===== src/rtl/branch_link_unit.sv =====
module branch_link_unit #(
  parameter int XLEN      = 32,
  parameter int REG_BITS  = 5,
  parameter int OP_BITS   = 5,
  parameter int CODE_BITS = 3,
  parameter logic [OP_BITS-1:0] OP_BR  = 5'd8,
  parameter logic [OP_BITS-1:0] OP_BRL = 5'd9
) (
  input  logic [XLEN-1:0]     instr,
  input  logic [XLEN-1:0]     test_val,
  input  logic [XLEN-1:0]     target_val,
  input  logic [XLEN-1:0]     pc_plus4,
  output logic                taken,
  output logic [XLEN-1:0]     next_pc,
  output logic                link_we,
  output logic [REG_BITS-1:0] link_reg,
  output logic [XLEN-1:0]     link_data
);
  localparam int OP_LSB = XLEN - OP_BITS;
  localparam int RA_LSB = OP_LSB - REG_BITS;

  logic [OP_BITS-1:0]   op;
  logic [CODE_BITS-1:0] code;
  logic                 is_br, is_brl, cond_ok, is_zero, is_neg;

  assign op      = instr[XLEN-1:OP_LSB];
  assign code    = instr[CODE_BITS-1:0];
  assign is_br   = (op == OP_BR);
  assign is_brl  = (op == OP_BRL);
  assign is_zero = (test_val == '0);
  assign is_neg  = test_val[XLEN-1];

  always_comb begin
    case (code)
      3'd1:    cond_ok = 1'b1;
      3'd2:    cond_ok = is_zero;
      3'd3:    cond_ok = !is_zero;
      3'd4:    cond_ok = !is_neg;
      3'd5:    cond_ok = is_neg;
      default: cond_ok = 1'b0;
    endcase
  end

  assign taken     = (is_br || is_brl) && cond_ok;
  assign next_pc   = taken ? target_val : pc_plus4;
  assign link_we   = is_brl;
  assign link_reg  = instr[RA_LSB +: REG_BITS];
  assign link_data = pc_plus4;

  always_comb begin
    if (code == 3'd0) AST_NEVER_CODE: assert (!taken);
    if ((is_br || is_brl) && code == 3'd1) AST_ALWAYS_CODE: assert (taken);
    if (code[2:1] == 2'b11) AST_SPARE_CODES: assert (!taken);
    if (!(is_br || is_brl)) AST_NON_BRANCH_QUIET: assert (!taken && !link_we && next_pc == pc_plus4);
    if (link_we) AST_LINK_RETURN: assert (link_data == pc_plus4);
    if (!taken) AST_FALL_THROUGH: assert (next_pc == pc_plus4);
  end
endmodule


===== config.mk =====
export PLATFORM = sky130hd
export DESIGN_NAME = branch_link_unit
export DESIGN_NICKNAME = d
export VERILOG_FILES = /design/src/rtl/branch_link_unit.sv
export SDC_FILE = /design/constraint.sdc
export NUM_CORES = 1
export LEC_CHECK = 0
export ABC_CLOCK_PERIOD_IN_PS = 5150
export BUFFER_PORTS_ARGS = -buffer_cell sky130_fd_sc_hd__buf_2
export CAP_MARGIN = 20
export CORE_AREA = 4 4 76 78
export DETAILED_ROUTE_END_ITERATION = 16
export DIE_AREA = 0 0 80 82
export PLACE_DENSITY = 0.71
export SYNTH_ARGS = -nofsm -noshare
export SYNTH_HDL_FRONTEND = slang
export SYNTH_SLANG_ARGS = --single-unit

===== constraint.sdc =====
create_clock -name vclk -period 5.15
set_input_delay 0.7725 -clock vclk [all_inputs]
set_output_delay 0.7725 -clock vclk [all_outputs]
set_load 0.005 [all_outputs]

==> results.md <==
* Most frequent cells in the layout: buf_2 (170), mux2_4 (29), nor4_1 (8), mux2_2 (3)
* Synth cell types at 17
* Area share of the largest cell type after synthesis at 46.6%
* Synth Net Count at 221
* Die Wd at 80 um
* CLK BUF at 0
* Slowest-stage cell, CP: nor4b_1
* Met3 Usage GRT at 2.19%
* Fillers at 541
* Worst Path Max Fanout at 19
* Drt pass-1 iters at 3
* Adder-cell share of the synthesized area at 0%
* Largest family of logic cells by synthesized area: multiplexers
* Share of cells above drive strength 1 at 91.6%
* Grt ovf at 0
* Fin. max-slew vios at 0
* Post-route ant nets at 0
* Die footprint at 0.00656 mm^2
* Sw frac at 34.6%
* Gr usage total at 8.03%
* Gp weighted congestion at 0.727
* Synthesis Warnings at 0
* Global-route wire length before repair at 4400 um
* Compound-Gate Fraction of Synth Area at 4.69%
* Core Rows at 26
* Clock Power Share at 0%
* Most Crowded Layer GR: met2
* Nets at 355
* Hold buffer count at CTS at 0
* Final Setup Violations at 0
* Area grow syn2layout at 68.8%
* Post-CTS Setup Inserts at 0
* Post-Layout Inst Area at 0.00158 mm^2
* Final cycle utilization of the critical path at 68.0%
* Status: completed
* Grt met2 use at 16.9%
* Worst hold path depth at 0
* Register area at 0 um^2
* Unrepaired setup endpoints after global routing: no
* Setup tns final at 0 ns
* Psw at 0.0357 mW
* Number of global-route vias before repair at 1008
* Diodes inserted at 0
* CP most frequent cell: buf_2
* Total design power at 0.103 mW
* Area occupied by multi-input gates at 622 um^2
* Max incr delay on CP at 0.50 ns
* Crit path DAT at 2.73 ns
* Residual DRC at 0
* Max_cap viols at 0
* Post-CTS resize count at 0
* Post-synthesis xor/xnor area fraction at 0.938%
* Worst Path Required at 4.38 ns
* Mux cell area share after synthesis at 50.3%
* Seq Cell Count at 0
* First DRT Iteration DRCs at 11
* Largest net degree at the start of global routing at 20
* Syn Inst Count at 93
* Starting Density at 18.4%
* Dpl hpwl at 3280 um
* Final min period at 3.50 ns
* Syn_area_per_cell at 10.0 um^2
* Worst-path cell chain: buf_2 -> nor4b_1 -> o21ai_1 -> o31ai_4 -> buf_4 -> mux2_2 -> buf_2
* Crit. End Element: output port
* Internal at 0.0676 mW
* Synth area leaders: mux2_4 (47%), buf_4 (30%), nor4_1 (5.4%), buf_6 (3.6%), mux2_2 (3.6%)
* Syn Std Cell Area at 933 um^2
* Actual slew at the worst max-slew pin at 0.518 ns
* Crit Path Category: in2out
* Finished Layout Cells at 295
* Static leakage at 0.917 nW
* PwrDens at 65.6 mW/mm^2
* Drt wl/cell at 11.8 um
* Vias at 1129
* Worst setup SP type: input pin
* Fmax at 286 MHz
* Final hold vios at 0
* Worst vdd ir at 0.0179 mV
* Via/cell ratio at 3.83
* Die height at 82 um
* Ports at 199
* Combinational power share at 100.0%
* Post-Synth Simple-Gate Area at 10.7%
* Dpl cells at 295
* Cell taking the most area after synthesis: mux2_4
* Final WL at 3480 um
* Initial antenna violation count at 0
* Register area share after synthesis at 0%
* Commonest non-fill, non-tap cell in the layout: buf_2
* Core box area at 0.00507 mm^2
* Placed inst area at 0.00158 mm^2
* Flop pwr share at 0%
* Buffers on Ports at 170
* Hold/Removal Path Class: in2out
* Met1 global-route usage at 8.13%
* Slew headroom at 65.0%
cells in the mapped netlist:
cell      instances
buf_4            37
mux2_4           29
nor4_1            8
buf_6             3
mux2_2            3
nand4_1           2
a21oi_2           1
and2_1            1
nand2_1           1
nor2_1            1
nor2b_1           1
nor4b_1           1
o21ai_1           1
o221ai_1          1
o31ai_4           1
or3b_1            1
xnor2_1           1
metal layers:
layer | vias up | part of all wire (%)
met4 | 0 | 0.46
met1 | 467 | 30
met2 | 90 | 54
met5 | - | 0
li1 | 570 | -
met3 | 2 | 16
stage by stage:
step	setup WS (ns)	util [%]	hold WS (ns)
3_3_place_gp	1.61	31.0	1.55
4_1_cts	1.58	31.0	1.55
2_1_floorplan	2.03	-	1.63
5_1_grt	1.48	31.0	1.55
6_report	1.65	31.0	1.55
3_5_place_dp	1.58	31.0	1.55
critical path, delay by kind of cell:
kind            cells  cell delay, ns
compound gates      2            0.49
buf+inv             3            0.59
mux                 1            0.37
simple gates        1            0.50
kinds of logic (layout without fill, tap and decap cells):
family          after synthesis  after routing
xor+xnor                      1              1
simple gates                 16             16
mux                          32             32
compound gates                4              4
buf+inv                      40            172
final timing paths:
| check | startpoint | endpoint | slack, ns |
|---|---|---|---|
| worst max-delay path | instr[31] | next_pc[1] | 1.65 |
| worst min-delay path | instr[23] | link_reg[1] | 1.55 |
cell type report:
type	count	area share, %
Multi-Input combinational cell	53	39.5
Timing Repair Buffer	172	55.0
Tap cell	70	5.56
power groups by stage:
| stage | Combinational, mW | Clock, mW | Sequential (mW) |
|---|---|---|---|
| 2_1_floorplan | 0.0550 | 0 | 0 |
| 3_5_place_dp | 0.105 | 0 | 0 |
| 4_1_cts | 0.105 | 0 | 0 |
| 3_3_place_gp | 0.103 | 0 | 0 |
| 5_1_grt | 0.114 | 0 | 0 |
| 6_report | 0.103 | 0 | 0 |
Note: power is estimated with default switching activity, not from simulation.
